File: src/rtl/i2c_word_rx_pkg.sv
package i2c_word_rx_pkg;

  typedef enum logic [1:0] {
    ST_IDLE   = 2'd0,
    ST_SHIFT  = 2'd1,
    ST_ACK    = 2'd2,
    ST_IGNORE = 2'd3
  } rx_state_t;

  localparam logic [6:0] GLOBAL_ADDR = 7'h73;

  // Ternary selects to 7-bit address; code 3 is clamped to "high".
  function automatic logic [6:0] tern_addr(input logic [1:0] s2,
                                           input logic [1:0] s1,
                                           input logic [1:0] s0);
    logic [1:0] v2, v1, v0;
    logic [4:0] idx;
    logic [2:0] hi;
    v2  = (s2 == 2'd3) ? 2'd2 : s2;
    v1  = (s1 == 2'd3) ? 2'd2 : s1;
    v0  = (s0 == 2'd3) ? 2'd2 : s0;
    idx = 5'(5'd9 * 5'(v2) + 5'd3 * 5'(v1) + 5'(v0));
    hi  = idx[4:2] + 3'd1;
    return {hi, 2'b00, idx[1:0]};
  endfunction

endpackage

File: src/rtl/i2c_line_filter.sv
module i2c_line_filter #(
  parameter int FILT_LEN = 6
) (
  input  logic clk,
  input  logic rst_n,
  input  logic raw_i,
  output logic filt_o
);
  localparam int CW = $clog2(FILT_LEN + 1);

  logic          s1_q, s2_q;
  logic          f_q, f_d;
  logic [CW-1:0] cnt_q, cnt_d;

  always_comb begin
    f_d   = f_q;
    cnt_d = '0;
    if (s2_q != f_q) begin
      if (cnt_q == CW'(FILT_LEN - 1)) begin
        f_d   = s2_q;
        cnt_d = '0;
      end else begin
        cnt_d = cnt_q + 1'b1;
      end
    end
  end

  always_ff @(posedge clk or negedge rst_n) begin
    if (!rst_n) begin
      s1_q  <= 1'b1;
      s2_q  <= 1'b1;
      f_q   <= 1'b1;
      cnt_q <= '0;
    end else begin
      s1_q  <= raw_i;
      s2_q  <= s1_q;
      f_q   <= f_d;
      cnt_q <= cnt_d;
    end
  end

  assign filt_o = f_q;
endmodule

File: src/rtl/i2c_bus_events.sv
module i2c_bus_events (
  input  logic clk,
  input  logic rst_n,
  input  logic scl_f,
  input  logic sda_f,
  output logic scl_rise,
  output logic scl_fall,
  output logic start_evt,
  output logic stop_evt
);
  logic scl_q, sda_q;

  always_ff @(posedge clk or negedge rst_n) begin
    if (!rst_n) begin
      scl_q <= 1'b1;
      sda_q <= 1'b1;
    end else begin
      scl_q <= scl_f;
      sda_q <= sda_f;
    end
  end

  assign scl_rise  = scl_f & ~scl_q;
  assign scl_fall  = ~scl_f & scl_q;
  assign start_evt = scl_f & scl_q & sda_q & ~sda_f;
  assign stop_evt  = scl_f & scl_q & ~sda_q & sda_f;
endmodule

File: src/rtl/i2c_word_fsm.sv
module i2c_word_fsm
  import i2c_word_rx_pkg::*;
#(
  parameter int DATA_BYTES = 3,
  localparam int WORD_W    = 8 * DATA_BYTES,
  localparam int BCW       = $clog2(DATA_BYTES + 2)
) (
  input  logic              clk,
  input  logic              rst_n,
  input  logic              scl_rise,
  input  logic              scl_fall,
  input  logic              start_evt,
  input  logic              stop_evt,
  input  logic              sda_f,
  input  logic [6:0]        dev_addr,
  output logic              sda_pull,
  output logic [WORD_W-1:0] word,
  output logic              word_valid,
  output rx_state_t         state
);
  rx_state_t         state_q, state_d;
  logic [3:0]        bit_q, bit_d;
  logic [BCW-1:0]    byte_q, byte_d;
  logic [7:0]        shift_q, shift_d;
  logic [WORD_W-1:0] acc_q, acc_d;
  logic [WORD_W-1:0] word_q, word_d;
  logic              ack_q, ack_d;
  logic              pull_q, pull_d;
  logic              valid_q, valid_d;
  logic              accept;

  always_comb begin
    state_d = state_q;
    bit_d   = bit_q;
    byte_d  = byte_q;
    shift_d = shift_q;
    acc_d   = acc_q;
    word_d  = word_q;
    ack_d   = ack_q;
    pull_d  = pull_q;
    valid_d = 1'b0;
    accept  = 1'b0;
    if (start_evt) begin
      state_d = ST_SHIFT;
      bit_d   = '0;
      byte_d  = '0;
      pull_d  = 1'b0;
    end else if (stop_evt) begin
      state_d = ST_IDLE;
      bit_d   = '0;
      byte_d  = '0;
      pull_d  = 1'b0;
    end else begin
      case (state_q)
        ST_SHIFT: begin
          if (scl_rise && bit_q < 4'd8) begin
            shift_d = {shift_q[6:0], sda_f};
            bit_d   = bit_q + 4'd1;
          end
          if (scl_fall && bit_q == 4'd8) begin
            if (byte_q == '0) begin
              accept = ((shift_q[7:1] == dev_addr) || (shift_q[7:1] == GLOBAL_ADDR))
                       && !shift_q[0];
            end else if (byte_q <= BCW'(DATA_BYTES)) begin
              accept = 1'b1;
              acc_d  = WORD_W'({acc_q, shift_q});
            end
            ack_d   = accept;
            pull_d  = accept;
            state_d = ST_ACK;
          end
        end
        ST_ACK: begin
          if (scl_fall) begin
            pull_d = 1'b0;
            bit_d  = '0;
            if (ack_q) begin
              state_d = ST_SHIFT;
              byte_d  = byte_q + 1'b1;
              if (byte_q == BCW'(DATA_BYTES)) begin
                valid_d = 1'b1;
                word_d  = acc_q;
              end
            end else begin
              state_d = ST_IGNORE;
            end
          end
        end
        default: ;
      endcase
    end
  end

  always_ff @(posedge clk or negedge rst_n) begin
    if (!rst_n) begin
      state_q <= ST_IDLE;
      bit_q   <= '0;
      byte_q  <= '0;
      shift_q <= '0;
      acc_q   <= '0;
      word_q  <= '0;
      ack_q   <= 1'b0;
      pull_q  <= 1'b0;
      valid_q <= 1'b0;
    end else begin
      state_q <= state_d;
      bit_q   <= bit_d;
      byte_q  <= byte_d;
      shift_q <= shift_d;
      acc_q   <= acc_d;
      word_q  <= word_d;
      ack_q   <= ack_d;
      pull_q  <= pull_d;
      valid_q <= valid_d;
    end
  end

  assign sda_pull   = pull_q;
  assign word       = word_q;
  assign word_valid = valid_q;
  assign state      = state_q;
endmodule

File: src/rtl/i2c_word_rx.sv
module i2c_word_rx
  import i2c_word_rx_pkg::*;
#(
  parameter int FILT_LEN   = 6,
  parameter int DATA_BYTES = 3,
  localparam int WORD_W    = 8 * DATA_BYTES
) (
  input  logic              clk,
  input  logic              rst_n,
  input  logic              scl_i,
  input  logic              sda_i,
  input  logic [1:0]        addr_sel2,
  input  logic [1:0]        addr_sel1,
  input  logic [1:0]        addr_sel0,
  output logic              sda_pull_o,
  output logic [WORD_W-1:0] word_o,
  output logic              word_valid_o
);
  localparam int NLINES = 2;

  logic [1:0]        rst_sync_q;
  logic              rst_int_n;
  logic [NLINES-1:0] line_raw, line_f;
  logic              scl_f, sda_f;
  logic              scl_rise, scl_fall, start_evt, stop_evt;
  logic [6:0]        dev_addr;
  rx_state_t         fsm_state;

  always_ff @(posedge clk or negedge rst_n) begin
    if (!rst_n) rst_sync_q <= 2'b00;
    else        rst_sync_q <= {rst_sync_q[0], 1'b1};
  end
  assign rst_int_n = rst_sync_q[1];

  assign line_raw = {sda_i, scl_i};

  for (genvar g = 0; g < NLINES; g++) begin : g_filt
    i2c_line_filter #(.FILT_LEN(FILT_LEN)) u_filt (
      .clk    (clk),
      .rst_n  (rst_int_n),
      .raw_i  (line_raw[g]),
      .filt_o (line_f[g])
    );
  end

  assign scl_f = line_f[0];
  assign sda_f = line_f[1];

  i2c_bus_events u_evt (
    .clk       (clk),
    .rst_n     (rst_int_n),
    .scl_f     (scl_f),
    .sda_f     (sda_f),
    .scl_rise  (scl_rise),
    .scl_fall  (scl_fall),
    .start_evt (start_evt),
    .stop_evt  (stop_evt)
  );

  assign dev_addr = tern_addr(addr_sel2, addr_sel1, addr_sel0);

  i2c_word_fsm #(.DATA_BYTES(DATA_BYTES)) u_fsm (
    .clk        (clk),
    .rst_n      (rst_int_n),
    .scl_rise   (scl_rise),
    .scl_fall   (scl_fall),
    .start_evt  (start_evt),
    .stop_evt   (stop_evt),
    .sda_f      (sda_f),
    .dev_addr   (dev_addr),
    .sda_pull   (sda_pull_o),
    .word       (word_o),
    .word_valid (word_valid_o),
    .state      (fsm_state)
  );
endmodule

File: config.mk
export PLATFORM = sky130hd
export DESIGN_NAME = i2c_word_rx
export DESIGN_NICKNAME = d
export VERILOG_FILES = /design/src/rtl/i2c_word_rx_pkg.sv /design/src/rtl/i2c_line_filter.sv /design/src/rtl/i2c_bus_events.sv /design/src/rtl/i2c_word_fsm.sv /design/src/rtl/i2c_word_rx.sv
export SDC_FILE = /design/constraint.sdc
export NUM_CORES = 1
export LEC_CHECK = 0
export BUFFER_PORTS_ARGS = -buffer_cell sky130_fd_sc_hd__buf_2
export CELL_PAD_IN_SITES_DETAIL_PLACEMENT = 1
export CELL_PAD_IN_SITES_GLOBAL_PLACEMENT = 2
export CORE_MARGIN = 2
export CORE_UTILIZATION = 34
export CTS_CLUSTER_DIAMETER = 100
export DETAILED_ROUTE_END_ITERATION = 10
export PLACE_DENSITY_LB_ADDON = 0.08
export SLEW_MARGIN = 10
export SYNTH_ARGS = -nofsm -noshare
export SYNTH_HDL_FRONTEND = slang
export SYNTH_SLANG_ARGS = --single-unit
File: constraint.sdc
create_clock -name clk -period 5 [get_ports clk]
set_clock_uncertainty 0.1 [all_clocks]
set_input_delay 1 -clock clk [delete_from_list [all_inputs] [get_ports clk]]
set_output_delay 1 -clock clk [all_outputs]
set_load 0.1 [all_outputs]
==> reports/results.env <==
RUN_STATUS='finished clean'
UNREPAIRED_SETUP_ENDPOINTS_AFTER_GLOBAL_ROUTING='no'
SYNTH-EDFF-COUNT=0
TOP_LEVEL_PORTS=36
CRITICAL_PATH.REG2REG.ENDPOINT='u_fsm.acc_q[23]'
POST_SYNTH_FA_HA_MAJ_AREA_FRACTION_PCT=5.563
FINAL_LAYOUT_SIZE_SUFFIX_GT1_SHARE_PCT=38.46
POST_DRT_VIA_CELL_RATIO=4.746
DETAILED_ROUTER_S_FIRST_ITERATION_VIOLATION_COUNT=81
PERIOD_SHARE_PCT=71.76
CLK-INSERTION-DELAY-LATE_NS=0.35
SYNTH_INSTANCES=283
DIE_Y_UM=109.4
P_SW_uW=551.6
FILLERINSTANCES=1142
CLKSINKCOUNT=84
SYNTH_TOP_FAMILY_BY_AREA='multiplexers'
MAX_CAP_VIOL_COUNT=0
GRT_PASS1_VIAS=2370
ASYNCSETRESETFLOPFRACSYNTH_PCT=100.0
MINIMUM_CLOCK_PERIOD_NS=3.588
PLACEMENTROWS=38
TRITONCTS='yes'
OVERFLOW=0
POSTSYNTHREGISTERBITS=84
POST-DP-HPWL_MM=4.671
SYNTH_SEQUENTIAL_AREA_RATIO_PCT=55.89
ANTENNA_FOUND_INITIAL=0
SHARE_SEQ_OF_TOTAL_POWER_PCT=47.1
YOSYS.CELL_TYPES.COUNT=39
WORST-ENDPOINT-REQUIRED_NS=5.18
POSTCTSSETUPBUFFERS=0
CP-END-KIND='register'
POST_SYNTH_INSTANCE_AREA_SQ_MM=0.003779
CTS.PATH.MAX_BUFFERS=2
SYNTH.AVG_CELL_AREA_SQ_UM=13.35
SETUP.WORST_PATH.START='addr_sel2[1]'
WORST-ENDPOINT-ARRIVAL_NS=3.76
BUFFER_PORTS.INSERTED=35
POST_CTS.RESIZED_INSTANCES=0
WORST_PIN_SLEW_NS=0.9565
TNS_NS=0
COMPLEX_GATE_FRACTION_OF_THE_SYNTHESIZED_AREA_PCT=4.305
GRT_FIRST_PASS_WIRELENGTH_MM=11.56
POST_SYNTH_MAIN_AREA_CONTRIBUTORS='sky130_fd_sc_hd__dfrtp_1, sky130_fd_sc_hd__mux2_2, sky130_fd_sc_hd__mux2_4, sky130_fd_sc_hd__dfstp_2, sky130_fd_sc_hd__ha_1'
FINAL_HOLD_SLACK_NS=0.06897
CORE_AREA_SQ_MM=0.01084
ANTENNA_CELLS=0
R2R_START='u_evt.scl_q'
POWER.TOTAL_uW=1771
DETAILROUTE.VIA_COUNT=2207
DIE_W_UM=109.4
SYN_NETS=308
SHARE_CLK_OF_TOTAL_POWER_PCT=31.1
SYNTH.MUX.AREA_FRACTION_PCT=19.54
MAX-SLEW-MARGIN-REL_PCT=36.08
DETAIL_ROUTE.WIRELENGTH_MM=6.745
FINALNETCOUNT=346
CLK_PIN_SLEW_WORST_PATHS_NS=0.09
SYNTHESIS.YOSYS.WARNINGS=0
CRITICAL_PATH_PEAK_FANOUT=3
ANT_NETS=0
MOST_USED_CELLS_IN_THE_LAYOUT_EXCLUDING_FILL_AND_TAP_CELLS='sky130_fd_sc_hd__dfrtp_1, sky130_fd_sc_hd__mux2_2, sky130_fd_sc_hd__buf_2'
MAX_CLOCK_FREQ_MHz=278.7
WORST_SLACK_NS=1.412
NUMBER_OF_BUFFERS_ADDED_BY_THE_CLOCK_TREE_SYNTHESIS_STEP=9
FINAL-SETUP-VIOL-COUNT=0
GLOBAL_ROUTE_USAGE_OVER_ALL_LAYERS_PCT=12.68
FF2FF_PATH_DEPTH=5
CELLPOWERDENSITY_mW_PER_MM2=411.1
INITIAL_CORE_UTIL_PCT=34.86
FLOW.AREA_GROWTH_FROM_SYNTHESIS_PCT=14.04
TIMING.SETUP.CRITICAL_PATH_CLASS='in2reg'
HTREE_LEVELS=3
CLK_ROOT_BUFFER_CELL='sky130_fd_sc_hd__clkbuf_8'
WL_PER_CELL_UM=14.51
HOLD_PATH.CLASS='reg2async'
FINALMAXSLEWVIOLATIONS=0
GLOBALPLACE.CONGESTION=0.7165
FINAL_COMMON_CELL='sky130_fd_sc_hd__dfrtp_1'
REMAINING_DRC_ERRORS=0
NETSWITCHINGFRACTION_PCT=31.14
STARTPOINT_TYPE_OF_THE_WORST_SETUP_PATH='input port'
SYNTH_FLOP_CELL='sky130_fd_sc_hd__dfrtp_1'
POWER_FRAC_COMB_PCT=21.8
TOTAL_DIE_AREA_SQ_MM=0.01197
FRACTION_OF_POST_SYNTHESIS_CELL_AREA_IN_THE_TOP_CELL_TYPE_BY_AREA_PCT=50.33
FIRSTDRTPASSITERS=4
INTERNAL_POWER_uW=1220
FINALHOLDVIOLATIONS=0
POST-PLACE-WS_NS=1.004
RRSETUPSLACK_NS=2.50
FINAL_CORE_DENSITY_PCT=39.75
PIN_COUNT_OF_THE_BIGGEST_NET_ENTERING_GLOBAL_ROUTING=71
BIGGEST_AREA_CONSUMER_AMONG_SYNTHESIZED_CELLS='sky130_fd_sc_hd__dfrtp_1'
CTS_HOLD_BUF=0
POST_SYNTH_AND_OR_NAND_NOR_AREA_FRACTION_PCT=8.344
SYNTH-XOR-AREA-SHARE_PCT=3.013
LEAKAGEPOWER_uW=0.002160
VDD.IR_DROP.WORST_mV=0.1839
## power groups by stage
stage | Combinational (uW) | Sequential, uW | Clock (uW)
after detailed placement | 396 | 850 | 0
after floorplan | 285 | 854 | 0
final | 385 | 835 | 551
after global routing | 445 | 850 | 599
after CTS | 398 | 838 | 574
after global placement | 390 | 848 | 0
## through the flow
step,cells,instance area (sq um)
detailed placement,450,4085
finish,465,4309
floorplan,283,3779
global placement,450,4085
CTS,465,4309
global route,465,4309
## sequential cells by signal, indices dropped and copies added (netlist names), 2 cells and up
name	cells
g_filt.u_filt.cnt_q	6
g_filt.u_filt.filt_o	2
g_filt.u_filt.s1_q	2
g_filt.u_filt.s2_q	2
rst_sync_q	2
u_fsm.acc_q	24
u_fsm.bit_q	4
u_fsm.byte_q	3
u_fsm.shift_q	8
u_fsm.state	2
u_fsm.word	24
## routing by layer
layer / track usage (%) / routed length, um
met1: 16.35 / 3278
met2: 20.06 / 3100
met3: 3.260 / 235
met4: 5.696 / 130
met5: 0 / 0
## synth_stat cells (2+ instances only)
library cell,instances
sky130_fd_sc_hd__xnor2_1,11
sky130_fd_sc_hd__ha_1,12
sky130_fd_sc_hd__o22ai_1,2
sky130_fd_sc_hd__buf_2,2
sky130_fd_sc_hd__nor3_1,4
sky130_fd_sc_hd__a31oi_1,2
sky130_fd_sc_hd__o211ai_1,2
sky130_fd_sc_hd__nor2_4,2
sky130_fd_sc_hd__mux2_2,38
sky130_fd_sc_hd__nand3b_1,2
sky130_fd_sc_hd__clkbuf_1,4
sky130_fd_sc_hd__o21ai_0,9
sky130_fd_sc_hd__nor3b_1,2
sky130_fd_sc_hd__nand2_1,14
sky130_fd_sc_hd__fa_1,3
sky130_fd_sc_hd__buf_4,2
sky130_fd_sc_hd__and2_1,2
sky130_fd_sc_hd__mux2_4,20
sky130_fd_sc_hd__a211oi_1,2
sky130_fd_sc_hd__nor2_1,12
sky130_fd_sc_hd__a21o_1,3
sky130_fd_sc_hd__dfstp_2,8
sky130_fd_sc_hd__a21oi_1,7
sky130_fd_sc_hd__xor2_1,2
sky130_fd_sc_hd__and3_1,2
sky130_fd_sc_hd__nand2b_1,6
sky130_fd_sc_hd__buf_6,2
sky130_fd_sc_hd__nor2b_1,2
sky130_fd_sc_hd__dfrtp_1,76
sky130_fd_sc_hd__inv_1,16
sky130_fd_sc_hd__nand3_1,4
## cell families after synthesis
| family | after synthesis |
|---|---|
| AND/OR/NAND/NOR | 57 |
| adder cells (fa/ha/maj) | 15 |
| multiplexers | 59 |
| other | 1 |
| AO/OA/AOI/OAI | 28 |
| XOR/XNOR | 13 |
| flip-flops | 84 |
| buffers and inverters | 26 |
## layout make-up
cell class                      instances  area [sq um]  share of cell area (%)
Timing Repair Buffer                   37         190.2                   4.413
Clock inverter                          4         72.57                   1.684
Sequential cell                        84          2116                   49.10
Tap cell                              140         175.2                   4.065
Inverter                               16         60.06                   1.394
Multi-Input combinational cell        173          1544                   35.83
Clock buffer                           11         151.4                   3.513
## worst max path at each step
stage                endpoint  slack [ns]  depth (start not counted)
3_3_place_gp   u_fsm.sda_pull        1.19                         15
4_1_cts           u_fsm.ack_q        1.39                         15
2_1_floorplan  u_fsm.sda_pull        1.45                         14
5_1_grt        u_fsm.sda_pull        1.15                         15
3_5_place_dp      u_fsm.ack_q        1.00                         15
6_report          u_fsm.ack_q        1.41                         15
## critical path, stage by stage
cell,delay (ns)
sky130_fd_sc_hd__buf_2,0.12
sky130_fd_sc_hd__nor2b_1,0.17
sky130_fd_sc_hd__inv_1,0.07
sky130_fd_sc_hd__fa_1,0.43
sky130_fd_sc_hd__inv_1,0.08
sky130_fd_sc_hd__fa_1,0.19
sky130_fd_sc_hd__inv_1,0.06
sky130_fd_sc_hd__fa_1,0.40
sky130_fd_sc_hd__xnor2_1,0.25
sky130_fd_sc_hd__ha_1,0.29
sky130_fd_sc_hd__xnor2_1,0.17
sky130_fd_sc_hd__nand3_1,0.09
sky130_fd_sc_hd__nor3_1,0.16
sky130_fd_sc_hd__a21oi_1,0.11
sky130_fd_sc_hd__o21ai_0,0.16
(Power assumes the default switching activity.)
